===== src/rtl/rxp_pkg.sv =====
package rxp_pkg;
  localparam int RX_DW = 8;

  typedef enum logic [2:0] {
    ST_IDLE, ST_START, ST_DATA, ST_PAR, ST_STOP, ST_BRK
  } rx_state_e;

  typedef struct packed {
    logic             brk;
    logic             ferr;
    logic             perr;
    logic [RX_DW-1:0] data;
  } rx_entry_t;
endpackage


===== src/rtl/rx_tick_gen.sv =====
module rx_tick_gen #(
  parameter int DIV = 4
) (
  input  logic clk,
  input  logic rst_n,
  input  logic os_tick,
  input  logic div_sel,
  output logic tick
);
  localparam int CW = (DIV > 1) ? $clog2(DIV) : 1;
  localparam logic [CW-1:0] LAST = CW'(DIV - 1);

  logic [CW-1:0] cnt_q, cnt_d;

  always_comb begin
    cnt_d = cnt_q;
    if (os_tick) cnt_d = (cnt_q == LAST) ? '0 : cnt_q + 1'b1;
  end

  assign tick = os_tick & (~div_sel | (cnt_q == LAST));

  always_ff @(posedge clk or negedge rst_n) begin
    if (!rst_n) cnt_q <= '0;
    else        cnt_q <= cnt_d;
  end
endmodule


===== src/rtl/rx_framer.sv =====
module rx_framer
  import rxp_pkg::*;
#(
  parameter int OS = 16
) (
  input  logic      clk,
  input  logic      rst_n,
  input  logic      tick,
  input  logic      rxd,
  input  logic      par_en,
  input  logic      par_odd,
  output logic      done,
  output rx_entry_t entry
);
  localparam int CW = $clog2(OS);
  localparam int IW = $clog2(RX_DW);
  localparam logic [CW-1:0] MID  = CW'(OS / 2 - 1);
  localparam logic [CW-1:0] LAST = CW'(OS - 1);

  rx_state_e        st_q, st_d;
  logic [CW-1:0]    cnt_q, cnt_d;
  logic [IW-1:0]    idx_q, idx_d;
  logic [RX_DW-1:0] sh_q, sh_d;
  logic             pb_q, pb_d;
  logic             zero_q, zero_d;
  logic             at_end, brk;

  assign at_end = tick && (cnt_q == LAST);
  assign brk    = zero_q && !rxd;

  always_comb begin
    st_d   = st_q;
    cnt_d  = cnt_q;
    idx_d  = idx_q;
    sh_d   = sh_q;
    pb_d   = pb_q;
    zero_d = zero_q;
    done   = 1'b0;
    case (st_q)
      ST_IDLE: if (tick && !rxd) begin
        st_d   = ST_START;
        cnt_d  = '0;
        zero_d = 1'b1;
        pb_d   = 1'b0;
      end
      ST_START: if (tick) begin
        if (cnt_q == MID) begin
          cnt_d = '0;
          idx_d = '0;
          st_d  = rxd ? ST_IDLE : ST_DATA;
        end else cnt_d = cnt_q + 1'b1;
      end
      ST_DATA: if (tick) begin
        cnt_d = cnt_q + 1'b1;
        if (at_end) begin
          sh_d  = {rxd, sh_q[RX_DW-1:1]};
          idx_d = idx_q + 1'b1;
          if (rxd) zero_d = 1'b0;
          if (idx_q == IW'(RX_DW - 1)) st_d = par_en ? ST_PAR : ST_STOP;
        end
      end
      ST_PAR: if (tick) begin
        cnt_d = cnt_q + 1'b1;
        if (at_end) begin
          pb_d = rxd;
          if (rxd) zero_d = 1'b0;
          st_d = ST_STOP;
        end
      end
      ST_STOP: if (tick) begin
        cnt_d = cnt_q + 1'b1;
        if (at_end) begin
          done = 1'b1;
          st_d = brk ? ST_BRK : ST_IDLE;
        end
      end
      ST_BRK: if (rxd) st_d = ST_IDLE;
      default: st_d = ST_IDLE;
    endcase
  end

  always_comb begin
    entry.brk  = brk;
    entry.ferr = !rxd;
    entry.perr = par_en && !brk && ((^sh_q) ^ pb_q ^ par_odd);
    entry.data = brk ? '0 : sh_q;
  end

  always_ff @(posedge clk or negedge rst_n) begin
    if (!rst_n) begin
      st_q   <= ST_IDLE;
      cnt_q  <= '0;
      idx_q  <= '0;
      sh_q   <= '0;
      pb_q   <= 1'b0;
      zero_q <= 1'b0;
    end else begin
      st_q   <= st_d;
      cnt_q  <= cnt_d;
      idx_q  <= idx_d;
      sh_q   <= sh_d;
      pb_q   <= pb_d;
      zero_q <= zero_d;
    end
  end
endmodule


===== src/rtl/rx_fifo.sv =====
module rx_fifo #(
  parameter int DEPTH = 32,
  parameter int W     = 11
) (
  input  logic         clk,
  input  logic         rst_n,
  input  logic         push,
  input  logic [W-1:0] din,
  input  logic         pop,
  output logic [W-1:0] head,
  output logic         empty,
  output logic         full
);
  localparam int AW = $clog2(DEPTH);

  logic [W-1:0]  mem_q [DEPTH];
  logic [AW-1:0] wp_q, wp_d, rp_q, rp_d;
  logic [AW:0]   n_q, n_d;
  logic          wr_ok, rd_ok;

  assign empty = (n_q == '0);
  assign full  = (n_q == (AW+1)'(DEPTH));
  assign wr_ok = push && !full;
  assign rd_ok = pop && !empty;
  assign head  = mem_q[rp_q];

  always_comb begin
    wp_d = wr_ok ? wp_q + 1'b1 : wp_q;
    rp_d = rd_ok ? rp_q + 1'b1 : rp_q;
    n_d  = n_q;
    if (wr_ok && !rd_ok)      n_d = n_q + 1'b1;
    else if (rd_ok && !wr_ok) n_d = n_q - 1'b1;
  end

  always_ff @(posedge clk) begin
    if (wr_ok) mem_q[wp_q] <= din;
  end

  always_ff @(posedge clk or negedge rst_n) begin
    if (!rst_n) begin
      wp_q <= '0;
      rp_q <= '0;
      n_q  <= '0;
    end else begin
      wp_q <= wp_d;
      rp_q <= rp_d;
      n_q  <= n_d;
    end
  end
endmodule


===== src/rtl/serial_rx_path.sv =====
module serial_rx_path
  import rxp_pkg::*;
#(
  parameter int DEPTH = 32,
  parameter int OS    = 16,
  parameter int PRE   = 4
) (
  input  logic             clk,
  input  logic             rst_n,
  input  logic             os_tick,
  input  logic             div4_sel,
  input  logic             par_en,
  input  logic             par_odd,
  input  logic             rxd,
  input  logic             rd_pop,
  input  logic             stat_rd,
  output logic [RX_DW-1:0] rd_data,
  output logic             data_ready,
  output logic             overrun,
  output logic             err_parity,
  output logic             err_frame,
  output logic             err_break
);
  localparam int EW = $bits(rx_entry_t);

  logic [1:0] rs_q;
  logic       rst_i;
  logic [1:0] rx_q;
  logic       tick, done, push, fifo_full, fifo_empty;
  logic       ovr_q, ovr_d;
  rx_entry_t  new_ent, head_ent;
  logic [EW-1:0] head_raw;

  always_ff @(posedge clk or negedge rst_n) begin
    if (!rst_n) rs_q <= 2'b00;
    else        rs_q <= {rs_q[0], 1'b1};
  end
  assign rst_i = rs_q[1];

  always_ff @(posedge clk or negedge rst_i) begin
    if (!rst_i) rx_q <= 2'b11;
    else        rx_q <= {rx_q[0], rxd};
  end

  rx_tick_gen #(.DIV(PRE)) u_tick (
    .clk(clk), .rst_n(rst_i), .os_tick(os_tick), .div_sel(div4_sel), .tick(tick)
  );

  rx_framer #(.OS(OS)) u_frm (
    .clk(clk), .rst_n(rst_i), .tick(tick), .rxd(rx_q[1]),
    .par_en(par_en), .par_odd(par_odd), .done(done), .entry(new_ent)
  );

  assign push = done && !fifo_full;

  rx_fifo #(.DEPTH(DEPTH), .W(EW)) u_q (
    .clk(clk), .rst_n(rst_i), .push(push), .din(new_ent),
    .pop(rd_pop), .head(head_raw), .empty(fifo_empty), .full(fifo_full)
  );

  assign head_ent = fifo_empty ? '0 : rx_entry_t'(head_raw);

  always_comb ovr_d = (ovr_q && !stat_rd) || (done && fifo_full);

  always_ff @(posedge clk or negedge rst_i) begin
    if (!rst_i) ovr_q <= 1'b0;
    else        ovr_q <= ovr_d;
  end

  assign rd_data    = head_ent.data;
  assign err_parity = head_ent.perr;
  assign err_frame  = head_ent.ferr;
  assign err_break  = head_ent.brk;
  assign data_ready = !fifo_empty;
  assign overrun    = ovr_q;
endmodule



===== config.mk =====
export PLATFORM = sky130hd
export DESIGN_NAME = serial_rx_path
export DESIGN_NICKNAME = d
export VERILOG_FILES = /design/src/rtl/rxp_pkg.sv /design/src/rtl/rx_tick_gen.sv /design/src/rtl/rx_framer.sv /design/src/rtl/rx_fifo.sv /design/src/rtl/serial_rx_path.sv
export SDC_FILE = /design/constraint.sdc
export NUM_CORES = 1
export LEC_CHECK = 0
export BUFFER_PORTS_ARGS = -buffer_cell sky130_fd_sc_hd__buf_2
export CORE_MARGIN = 2
export CORE_UTILIZATION = 49
export CTS_CLUSTER_DIAMETER = 80
export CTS_CLUSTER_SIZE = 12
export DETAILED_ROUTE_END_ITERATION = 10
export PLACE_DENSITY = 0.68
export SYNTH_ARGS = -nofsm -noshare
export SYNTH_HDL_FRONTEND = slang
export SYNTH_SLANG_ARGS = --single-unit
export TNS_END_PERCENT = 20

===== constraint.sdc =====
create_clock -name clk -period 3.3 [get_ports clk]
set_input_delay 0.165 -clock clk [delete_from_list [all_inputs] [get_ports clk]]
set_output_delay 0.165 -clock clk [all_outputs]
set_load 0.02 [all_outputs]

### Word level (Yosys, flattened, before mapping)

Memories as Yosys holds them, arrays and structs flattened.
Index checks and enable logic that the tools add are counted.

* add/sub/neg operators: 7
* eq/ne operators: 25
* muxes and demuxes: 44
* bitwise gates (word level): 5
* reduce and logical (&&, ||, !) cells: 36

Operators by type and width (count)
* 3-bit 2-to-1 mux: 17
* 2-bit by 1-bit inequality test with 1-bit output, second input constant: 14
* 3-bit one-hot mux with 6 select lines: 1
* 4-bit 2-to-1 mux: 4
* 1-bit logical AND: 12
* 1-bit 2-to-1 mux: 12
* 6-bit 2-to-1 mux: 2
* 4-bit one-hot mux with 3 select lines: 1
* 11-bit 2-to-1 mux: 1
* 11-bit AND reduction: 1
* 5-bit by 1-bit adder with 5-bit output, second input constant: 2
* 5-bit AND reduction: 2
* 3-bit == test, second input constant: 3
* 8-bit 2-to-1 mux: 1
* 4-bit AND reduction: 2
* 2-bit nonzero test: 4
* 8-bit parity: 1
* 1-bit zero test: 7
* 6-bit by 1-bit adder with 6-bit output, second input constant: 1
* 3-bit by 2-bit == test with 1-bit output, second input constant: 2
* 6-bit == test, second input constant: 1
* 6-bit zero test: 1
* 3-bit one-hot mux with 2 select lines: 1
* 6-bit by 1-bit subtractor with 6-bit output, second input constant: 1
* 20 further kinds: 23

* bits in registers: 43
* RAM bits: 352
* word-level logic and storage cells: 131
* memories: 1

Memory list
* u_q.mem_q: words 32, width 11, read ports 1, clocked after Yosys merged registers in 0, wr ports 1, RTL line rx_fifo.sv:16 `logic [W-1:0] mem_q [DEPTH];`

### Depth between registers and ports, before layout

Gate-level depths: netlist of run 1.

* word-level depth: 13
* depth in mapped cells: 12

### By module

A second synthesis of run 1 with hierarchy kept.

* cells, all modules: 879
* area total of the unflattened synthesis: 16155.5 sq um

Modules (own cells, without submodules)
* rx_fifo: instances 1, cells each 723, area an instance 14554.0 sq um
* rx_framer: instances 1, cells each 125, area an instance 1221.2 sq um
* serial_rx_path: instances 1, cells each 23, area an instance 271.5 sq um
* rx_tick_gen: instances 1, cells each 8, area an instance 108.9 sq um

### Worst setup path after synthesis of run 1

No wires, ideal clock.

* path type: reg2reg
* start: register u_q.n_q[1]
* end: register u_q.n_q[5]
* library setup time: 0.080 ns
* data arrival time: 2.825 ns
* required time: 3.220 ns
* path slack: 0.395 ns
* stages on the path, launching flop included: 13
* cells stage by stage: dfrtp_1 or4_1 nor3_2 inv_1 nand2_1 ha_1 inv_1 ha_1 a21oi_1 nand2_1 a31oi_1 mux2i_1 xnor2_1

* elaborated cells between the ends (all ways): 16
* those cells by class: 2 x add/sub; 1 x eq/ne; 2 x mux; 11 x reduce/logical

RTL lines
* from (decl): RTL line rx_fifo.sv:18 `logic [AW:0] n_q, n_d;`
* from (signal assigned): RTL line rx_fifo.sv:47 `n_q <= n_d;`
* 6-bit zero test *: RTL line rx_fifo.sv:21 `assign empty = (n_q == '0);`
* 1-bit zero test *
* net data_ready: RTL line serial_rx_path.sv:18 `output logic data_ready,`
* 1-bit logical AND *: RTL line rx_fifo.sv:24 `assign rd_ok = pop && !empty;`
* 1-bit zero test: RTL line rx_fifo.sv:31 `if (wr_ok && !rd_ok) n_d = n_q + 1'b1;`
* 1-bit logical AND: RTL line rx_fifo.sv:31
* 6-bit 2-to-1 mux / 2-bit nonzero test (equally long branches)

The timed path passes the listed nets; every way through them passes the cells marked *. The select of a mux whose other input is x is not followed.
A chain may end at the register's enable or synchronous reset.

### Worst setup path in the final report of run 1

* start: register u_q.rp_q[0]
* end: output err_frame

* longest elaborated chain between the ends: 2

RTL lines
* from (decl): RTL line rx_fifo.sv:17 `logic [AW-1:0] wp_q, wp_d, rp_q, rp_d;`
* from (signal assigned): RTL line rx_fifo.sv:46 `rp_q <= rp_d;`
* memory read 32 x 11 bit
* 11-bit 2-to-1 mux: RTL line serial_rx_path.sv:61 `assign head_ent = fifo_empty ? '0 : rx_entry_t'(head_raw);`
* to (decl): RTL line serial_rx_path.sv:21 `output logic err_frame,`

Every way passes these cells.

==> out/metrics.yaml, run 1 <==
worstSetupStartpointType: "flop"
final_core_util_pct: 56.0
clkSinkCount: 395
clk_latency_ns: 0.53
syn_nets: 876
combPwrFrac_pct: 32.0
htree_levels: 2
cellLeakagePower_uw: 0.00625
timing.final.crit_share_pct: 93.0
avgSynthCellArea_um2: 18.7
worstPathMaxFanout: 11
grt_pass1_wl_um: 48300
core-area_um2: 32300
cts_tree: "done"
diodes: 0
p_int_uw: 9950
die_area_um2: 34000
layout_commonest_cell: "edfxtp_1"
critical_path_class: "flop to output port"
fp-row-count: 66
cts_buffers: 38
synth-async-reset-ratio_pct: 10.9
ys_seq_area_share_pct: 73.0
cp-end-kind: "output port"
pin_count: 22
max_freq_mhz: 326
syn_area_um2: 16000
fin_crit_ns: 3.07
nNetsFinal: 965
critPathRequiredTime_ns: 3.13
peakVddDrop_mv: 0.576
seqPwrFrac_pct: 40.7
pwr-share-clk_pct: 27.2
routed_wl_um: 31300
synth_edf_count: 352
drv_cap: 0
routedWlPerCell_um: 22.3
antenna_found_initial: 1
ys_ff_latch: 395
grt_pass1_vias: 8039
setup_viol: 0
cts-root-buf: "clkbuf_16"
rsz0062_at_grt: "false"
final_cells: 1404
relSlewSlack_pct: 24.8
grt.total_usage_pct: 19.1
vias: 7988
gp_congestion: 0.790
hold_class: "primary input to flop"
die_h_um: 184
ys.flop_type: "edfxtp_1"
setup_tns_ns: 0
drive_above_1_share_pct: 24.3
grt_max_degree: 49
synthCells: 851
drt_iter0_markers: 740
synth_warnings: 0
io_buffers: 21
p_total_uw: 14300
grt_overflow: 0
p_per_area_nw_per_um2: 793
switching_share_pct: 30.6
area_growth_pct: 13.3
placed_cell_area_um2: 16900
status: "finished, final reports clean"
critical_path_arrival_ns: 2.90
clockBufferDepth: 3
final_cell_mix: "edfxtp_1, mux4_2, buf_4, nor2_1, mux2i_1"
place_inst: 1335
start_util_pct: 49.4
clk_pin_slew_worst_paths_ns: 0.06
drc_errors: 0
synth_top_area_share_pct: 66.3
ant_nets: 0
drv_slew: 0
synthTopCellsByArea: "edfxtp_1, mux4_2, dfrtp_1"
via_per_inst: 5.69
die_x_um: 184
yosysUniqueCellTypes: 56
hold_viol: 0
tightest_slew_ns: 1.13
synth_top_area_cell: "edfxtp_1"
first_pass_iters: 5
hpwl_um: 19400
fin_skew_ns: 0.0227
final_area_um2: 18100
p_switching_uw: 4390
-- per-layer routing --
layer,part of all wire (%),routed length [um],vias up,GRT usage (%)
met4,1.7,545,2,4.64
met1,47,14600,4138,28.7
li1,-,-,3609,-
met2,46,14400,200,29.0
met3,5.6,1750,39,3.54
met5,0.038,12,-,0
-- repair_timing --
item	4_1_cts	5_1_grt
resized for setup	0	2
setup buffers	0	2
setup endpoints to repair	0	8
endpoints found under the hold margin	6	0
hold buffers	5	0
-- cell type report --
cell class	count	area, um^2
fill	2451	14200
inverter	14	52.6
sequential	395	11700
clock inverter	2	32.5
multi-input combinational	396	3980
tap	442	553
clock buffer	60	1050
timing repair buffer	95	743
-- stage by stage --
| step | hold WS (ns) | setup WS, ns |
|---|---|---|
| 2_1_floorplan | -0.131 | 0.395 |
| 3_3_place_gp | -0.0505 | 0.308 |
| 3_5_place_dp | -0.0454 | 0.210 |
| 4_1_cts | 0.0345 | 0.0328 |
| 5_1_grt | 0.0692 | 0.0380 |
| 6_report | 0.0537 | 0.231 |
-- Yosys cell counts, types with 2 or more instances --
| library cell | number |
|---|---|
| xor2_1 | 5 |
| a21oi_1 | 6 |
| mux2i_1 | 44 |
| or2_2 | 2 |
| a2111oi_1 | 6 |
| dfrtp_1 | 41 |
| xnor2_1 | 17 |
| a211oi_1 | 10 |
| buf_6 | 7 |
| o221ai_1 | 10 |
| or4_1 | 2 |
| dfstp_2 | 2 |
| ha_1 | 15 |
| o211ai_1 | 2 |
| nand3b_1 | 3 |
| nor2b_1 | 4 |
| nand4_1 | 3 |
| mux4_2 | 67 |
| o22ai_1 | 12 |
| inv_1 | 14 |
| o21ai_0 | 12 |
| and2_1 | 8 |
| nor2_1 | 46 |
| buf_1 | 5 |
| and3_1 | 3 |
| clkbuf_1 | 19 |
| nand2_1 | 21 |
| a22o_1 | 23 |
| nor3_1 | 16 |
| edfxtp_1 | 352 |
| o31ai_1 | 2 |
| mux2_2 | 16 |
| or3_1 | 2 |
| buf_2 | 9 |
| or3b_2 | 2 |
| nand2b_1 | 3 |
| o32ai_1 | 2 |
| nand3_1 | 10 |
| buf_8 | 2 |
| buf_4 | 4 |
| a2111oi_2 | 5 |
| a21o_1 | 3 |
-- path summary, 6_finish.rpt --
check,cells past startpoint,slack [ns],end,from
max in group asynchronous,0,2.19,u_q.rp_q[0],rs_q[1]
min reg2reg,0,0.35,rs_q[1],rs_q[0]
min in group asynchronous,0,0.42,u_q.rp_q[1],rs_q[1]
min,3,0.05,u_q.rp_q[2],rd_pop
max reg2reg,12,0.29,u_q.n_q[5],u_frm.cnt_q[0]
max,6,0.23,err_frame,u_q.rp_q[0]
-- cells by family after synthesis --
group / count (synthesis) / synth area share [%]
xor gates and xnor gates: 22 / 1.21
buffers and inverters: 60 / 2.05
muxes: 127 / 13.3
and+or+nand+nor: 130 / 4.01
AOI/OAI and AO/OA: 100 / 5.05
other: 1 / 0.0235
adders and majority gates: 16 / 1.30
DFF: 395 / 73.0
-- worst max-delay path, cell delays in order, from the launching register on --
cell       delay (ns)
dfrtp_4          0.47
buf_4            0.26
mux4_2           0.57
a22o_1           0.22
a2111oi_1        0.48
nor3_1           0.18
buf_2            0.20
-- flip-flops by register name, summed over array words and instances (netlist names), 3 cells and up --
signal / cells
u_q.mem_q: 352
u_frm.sh_q: 8
u_q.n_q: 6
u_q.rp_q: 5
u_q.wp_q: 5
u_frm.cnt_q: 4
u_frm.idx_q: 3
u_frm.st_q: 3
-- power by group through the flow --
stage / registers [uW] / clock network, uW / logic (uW)
2_1_floorplan: 5790 / 0 / 3410
3_3_place_gp: 5970 / 0 / 4490
3_5_place_dp: 5980 / 0 / 4540
4_1_cts: 5880 / 4000 / 4550
5_1_grt: 5870 / 4180 / 4940
6_report: 5840 / 3910 / 4590
No activity file was read; power rests on OpenSTA's default activity.
==> run 2, diff against run 1 <==
Settings changed: CELL_PAD_IN_SITES_DETAIL_PLACEMENT from default to 1, CELL_PAD_IN_SITES_GLOBAL_PLACEMENT from default to 1, CORE_UTILIZATION 49 to 45, PLACE_DENSITY 0.68 to 0.7, RECOVER_POWER from default to 100.
==> run 2 against run 1 <==
Against the previous run:
- the run now ends with capacitance limit, slew limit left
- largest cell class unchanged
- clock skew up 0.0047 ns
- clock power hardly changed
- die area up 8.7%
- non-clock buffer count is 2 lower
- final cell count rose by 0.78%
- global-route usage grew 1.0 points
- maximum frequency shrank 2.6%
- via count rose by 2.4%
- critical path depth stayed put
- first-iteration DRC count fell by 20%
- wire length up 13%
==> out/metrics.yaml, run 2 (same netlist as run 1, synthesis figures left out) <==
first_pass_iters: 4  # -1
critPathBufInv: 3  # +1
routed_wl_um: 35500  # +13%
clk_pin_slew_worst_paths_ns: 0.06  # about the same
clk_latency_ns: 0.54  # about the same
setup_viol: 0  # unchanged
setup_tns_ns: 0  # unchanged
diodes: 0  # unchanged
crit_end: "rd_data[4]"
hold_viol: 0  # unchanged
crit_cells: 6  # unchanged
drv_cap: 7  # +7
largest_reg_flops: 352  # unchanged
cts_setup_buffers: 0  # unchanged
relSlewSlack_pct: -17.1  # -42 points
critPathRequiredTime_ns: 3.13  # about the same
clkSinkCount: 395  # unchanged
reg2reg_slack_ns: 0.21  # -0.08 ns
p_per_area_nw_per_um2: 807  # +1.8%
timing.final.crit_share_pct: 95.5  # +2.5 points
hold_class: "primary input to flop"
final_cell_mix: "edfxtp_1, mux4_2, nor2_1, mux2i_1, clkbuf_2"
routedWlPerCell_um: 25.1  # +12%
cp_slowest_cell: "a2111oi_1"
htree_levels: 2  # unchanged
io_buffers: 21  # unchanged
max_stage_delay_ns: 0.62  # +0.05 ns
worst-r2r-cell-count: 12  # unchanged
crit_family: "compound AO/OA/AOI/OAI gates"
worstSetupStartpointType: "flop"
largest-register: "u_q.mem_q"
grt_pass1_wl_um: 54500  # +13%
path_cells: "buf_12, buf_12, mux4_2, a2111oi_1, nor3_1, buf_2"
drv_slew: 240  # +240
cts-root-buf: "clkbuf_16"
r2r_end: "u_q.n_q[5]"
start_util_pct: 46.0  # -3.5 points
grt_overflow: 0  # unchanged
final_cells: 1415  # +0.78%
fin_skew_ns: 0.0274  # +0.00473 ns
ant_nets: 0  # unchanged
layout_commonest_cell: "edfxtp_1"
die_area_um2: 37000  # +8.7%
rsz0062_at_grt: "false"
drt_iter0_markers: 593  # -20%
via_per_inst: 5.78  # +1.6%
pin_count: 22  # unchanged
cp-startpoint: "u_q.rp_q[0]"
drc_errors: 0  # unchanged
tightest_slew_ns: 1.76  # +0.629 ns
nNetsFinal: 963  # -0.21%
cp-end-kind: "output port"
grt_pass1_vias: 8625  # +7.3%
vias: 8177  # +2.4%
core-area_um2: 34700  # +7.5%
max_freq_mhz: 317  # -2.6%
worstPathMaxFanout: 19  # +8
r2r_start: "u_q.n_q[1]"
drive_above_1_share_pct: 22.9  # -1.4 points
grt.total_usage_pct: 20.1  # +1.0 points
clockBufferDepth: 3  # unchanged
cts_buffers: 38  # unchanged
cpMostUsedCell: "buf_12"
worstHoldStart: "rd_pop"
peakVddDrop_mv: 0.875  # +52%
top_regs: "u_q.mem_q: 352 flops, u_frm.sh_q: 8 flops, u_q.n_q: 6 flops"
critical_path_arrival_ns: 2.99  # +0.09 ns
fp-row-count: 68  # +3.0%
critical_path_class: "flop to output port"
violations: "capacitance limit, slew limit"
hold_depth: 3  # unchanged
hpwl_um: 21800  # +13%
cellLeakagePower_uw: 0.00619  # -1.1%
area_growth_pct: 12.9
cts_tree: "done"
antenna_found_initial: 0  # -1
gp_congestion: 0.771  # -2.3%
fin_crit_ns: 3.15  # +0.0815 ns
die_x_um: 192  # +4.3%
status: "finished with violations"
place_inst: 1348  # +0.97%
grt_max_degree: 46  # -6.1%
die_h_um: 192  # +4.3%
[run 2: cell types whose count changed in the layout (fill, tap and decap cells not counted), moves of 4 or more]
cell      delta
buf_4       -49
and2_1       -4
clkbuf_2    +40
buf_2        -8
clkbuf_1    +12
and2_0       +4
[run 2: area by class of cell]
class | count | area (um^2)
fillers | 3197 | 16700
well taps | 455 | 569
inverters | 14 | 52.6
multi-input cells | 396 | 4020
clock inverters | 2 | 32.5
clock buffers | 60 | 1050
repair buffers | 93 | 624
flip-flops and latches | 395 | 11700
[run 2: repair_timing]
| action | 4_1_cts | 5_1_grt |
|---|---|---|
| gates resized for setup | 0 | 8 |
| hold buffers | 5 | 0 |
| endpoints found under the hold margin | 6 | 0 |
| endpoints found under the setup margin | 0 | 6 |
[run 2: how the worst min path moves through the flow]
stage	to	slack [ns]
2_1_floorplan	rs_q[0]	-0.13
3_3_place_gp	rs_q[0]	-0.05
3_5_place_dp	rs_q[0]	-0.05
4_1_cts	u_q.rp_q[2]	0.07
5_1_grt	u_q.rp_q[2]	0.11
6_report	u_q.rp_q[2]	0.10
[run 2: layer usage]
layer  track usage, %  share of wire, %  vias to the layer above  wire length [um]
met5                0                 0                        -                 0
met4             4.90               1.5                        0               548
met3             4.29               5.9                       47              2100
met2             32.6                48                      227             17200
met1             27.9                44                     4311             15700
li1                 -                 -                     3592                 -
[run 2: per-stage QoR]
| step | hold WS [ns] | power, uW | worst slack (ns) | instance area, um^2 | utilization [%] |
|---|---|---|---|---|---|
| global placement | -0.0506 | 10600 | 0.385 | 17000 | 48.8 |
| global route | 0.109 | 15200 | 0.00171 | 18000 | 51.9 |
| finish | 0.103 | 14500 | 0.149 | 18000 | 51.9 |
| floorplan | -0.131 | 9200 | 0.395 | 16000 | - |
| CTS | 0.0690 | 14600 | 0.0160 | 18100 | 52.1 |
| detailed placement | -0.0493 | 10700 | 0.305 | 17000 | 48.8 |
[run 2: worst min-delay path: stages]
cell	delay, ns
buf_2	0.15
nand3_1	0.19
xnor2_1	0.09
[run 2: power breakdown]
group,switching [uW],internal (uW),leakage [uW]
clock,1740,2190,0.000519
combinational,2540,2210,0.00185
sequential,285,5580,0.00382
==> run 3, diff against run 2 <==
Settings changed: BUFFER_PORTS_ARGS -buffer_cell sky130_fd_sc_hd__buf_2 to default, DONT_BUFFER_PORTS from default to 1, PLACE_DENSITY 0.7 to 0.69.
==> run 3 against run 2 <==
Against the previous run:
- the run still ends with capacitance limit, slew limit left
- sequential cell count stayed put
- sequential power hardly changed
- maximum frequency is 0.62% lower
- critical endpoint is now err_parity
- largest cell class unchanged
- largest power group unchanged
==> out/metrics.yaml, run 3 (same netlist as run 1, synthesis figures left out) <==
status: "finished with violations"
violations: "capacitance limit, slew limit"
timing.final.crit_share_pct: 96.1  # +0.60 points
grt.total_usage_pct: 20.2  # +0.11 points
area_growth_pct: 13.0
final_cell_mix: "edfxtp_1, mux4_2, nor2_1, mux2i_1"
layout_commonest_cell: "edfxtp_1"
largest_reg_flops: 352  # unchanged
routed_wl_um: 35500  # about the same
drv_cap: 5  # -2
combPwrFrac_pct: 32.6  # about the same
die_area_um2: 37000  # unchanged
final_cells: 1413  # -0.14%
nFillCells: 3173  # -0.75%
rsz0062_at_grt: "false"
critical_path_arrival_ns: 3.01  # +0.02 ns
pwr-share-clk_pct: 27.3  # +0.3 points
cp-end-kind: "output port"
drt_iter0_markers: 688  # +16%
critical_path_class: "flop to output port"
critPathRequiredTime_ns: 3.13  # about the same
largest-register: "u_q.mem_q"
seq_area_um2: 11700  # unchanged
via_per_inst: 5.72  # -1.1%
clk_latency_ns: 0.55  # about the same
p_int_uw: 10100  # +0.76%
peakVddDrop_mv: 0.500  # -43%
io_buffers: 0  # -100%
place_inst: 1335  # -0.96%
max_freq_mhz: 315  # -0.62%
fp-row-count: 68  # unchanged
grt_pass1_vias: 8532  # -1.1%
grt_pass1_wl_um: 54200  # -0.65%
hpwl_um: 21500  # -1.1%
switching_share_pct: 31.6  # +0.16 points
clockBufferDepth: 3  # unchanged
clkSinkCount: 395  # unchanged
top_usage_layer: "met2"
worstSetupStartpointType: "flop"
antenna_found_initial: 0  # unchanged
fin_crit_ns: 3.17  # +0.0197 ns
drv_slew: 140  # -42%
gp_congestion: 0.748  # -3.1%
diodes: 0  # unchanged
grt_use_met3_pct: 3.20  # -1.1 points
use_met1_pct: 27.9  # +0.076 points
pin_count: 22  # unchanged
core-area_um2: 34700  # unchanged
routedWlPerCell_um: 25.1  # +0.17%
seqPwrFrac_pct: 40.1  # -0.2 points
start_util_pct: 46.0  # unchanged
multi_input_area_um2: 4060  # +0.96%
drive_above_1_share_pct: 22.0  # -0.89 points
dpl_worst_slack_ns: 0.301  # -0.00328 ns
p_per_area_nw_per_um2: 815  # +0.88%
final_core_util_pct: 51.9  # +0.061 points
nNetsFinal: 954  # -0.93%
cts_tree: "done"
cts_buffers: 39  # +2.6%
cts-root-buf: "clkbuf_16"
p_switching_uw: 4630  # +1.5%
die_h_um: 192  # unchanged
grt_overflow: 0  # unchanged
drc_errors: 0  # unchanged
hold_class: "primary input to flop"
fin_skew_ns: 0.0205  # -0.00690 ns
placed_cell_area_um2: 16900  # -0.34%
ant_nets: 0  # unchanged
final_area_um2: 18000  # +0.12%
first_pass_iters: 6  # +2
grt_max_degree: 46  # unchanged
top_regs: "u_q.mem_q: 352 flops, u_frm.sh_q: 8 flops, u_q.n_q: 6 flops"
worstPathMaxFanout: 30  # +11
worst_slack_ns: 0.130  # -0.0197 ns
cellLeakagePower_uw: 0.00617  # -0.32%
relSlewSlack_pct: -20.2  # -3.2 points
die_x_um: 192  # unchanged
htree_levels: 2  # unchanged
grt_util_met2_pct: 33.2  # +0.61 points
setup_viol: 0  # unchanged
clk_pin_slew_worst_paths_ns: 0.06  # about the same
vias: 8076  # -1.2%
tightest_slew_ns: 1.80  # +0.0477 ns
hold_viol: 0  # unchanged
==> run 3: changes by cell type in the layout (fill, tap and decap cells not counted), sizes merged <==
cell and change:
buf -10, clkbuf +4, dlygate4sd3 +3, inv +1
==> run 3: power by group through the flow <==
stage	clock, uW	combinational [uW]	sequential, uW
final	4000	4800	5890
after global routing	4280	5150	5920
after CTS	4110	4850	5880
after detailed placement	0	4720	5990
after global placement	0	4600	5970
after floorplan	0	3410	5790
==> run 3: repair_timing <==
action / CTS / global route
endpoints found under the setup margin: 7 / 4
gates cloned: 0 / 0
endpoints found under the hold margin: 14 / 0
hold buffers: 8 / 0
pin swaps: 0 / 1
resized for setup: 7 / 5
buffers inserted: 0 / 0
==> run 3: stage by stage <==
stage | TNS (ns) | total power (uW) | hold slack [ns]
floorplan | 0 | 9200 | -0.131
global placement | 0 | 10600 | -0.131
finish | 0 | 14700 | 0.0292
detailed placement | 0 | 10700 | -0.131
CTS | -0.0206 | 14800 | 0.00390
global route | 0 | 15300 | 0.0753
==> run 3: critical path, cell delays in order (launching register included) <==
cell	delay, ns
dfrtp_4	0.60
buf_16	0.29
mux4_2	0.58
a22o_1	0.22
a211oi_1	0.38
nor3_1	0.16
buf_2	0.19
==> run 3: routing by layer <==
layer | share of wire [%] | vias to the layer above
met4 | 1.8 | 0
met3 | 5.7 | 39
met2 | 49 | 200
li1 | - | 3583
met5 | 0 | -
met1 | 43 | 4254
==> run 3: final cells by class <==
class | instances | area share [%]
flip-flops and latches | 395 | 64.6
multi-input cells | 396 | 22.5
inverters | 14 | 0.291
repair buffers | 83 | 3.25
clock buffers | 67 | 6.00
well taps | 455 | 3.16
clock inverters | 3 | 0.146
==> run 3: path summary, 6_finish.rpt <==
path | start | endpoint | slack, ns | cells past startpoint
hold reg to reg | rs_q[0] | rs_q[1] | 0.35 | 0
setup / recovery | u_q.rp_q[0] | err_parity | 0.13 | 6
min in group asynchronous | rst_n | rs_q[1] | 0.38 | 2
hold / removal | os_tick | u_frm.zero_q | 0.03 | 3
max in group asynchronous | rs_q[1] | u_q.rp_q[0] | 1.25 | 0
setup reg to reg | u_q.n_q[1] | u_q.n_q[5] | 0.32 | 11
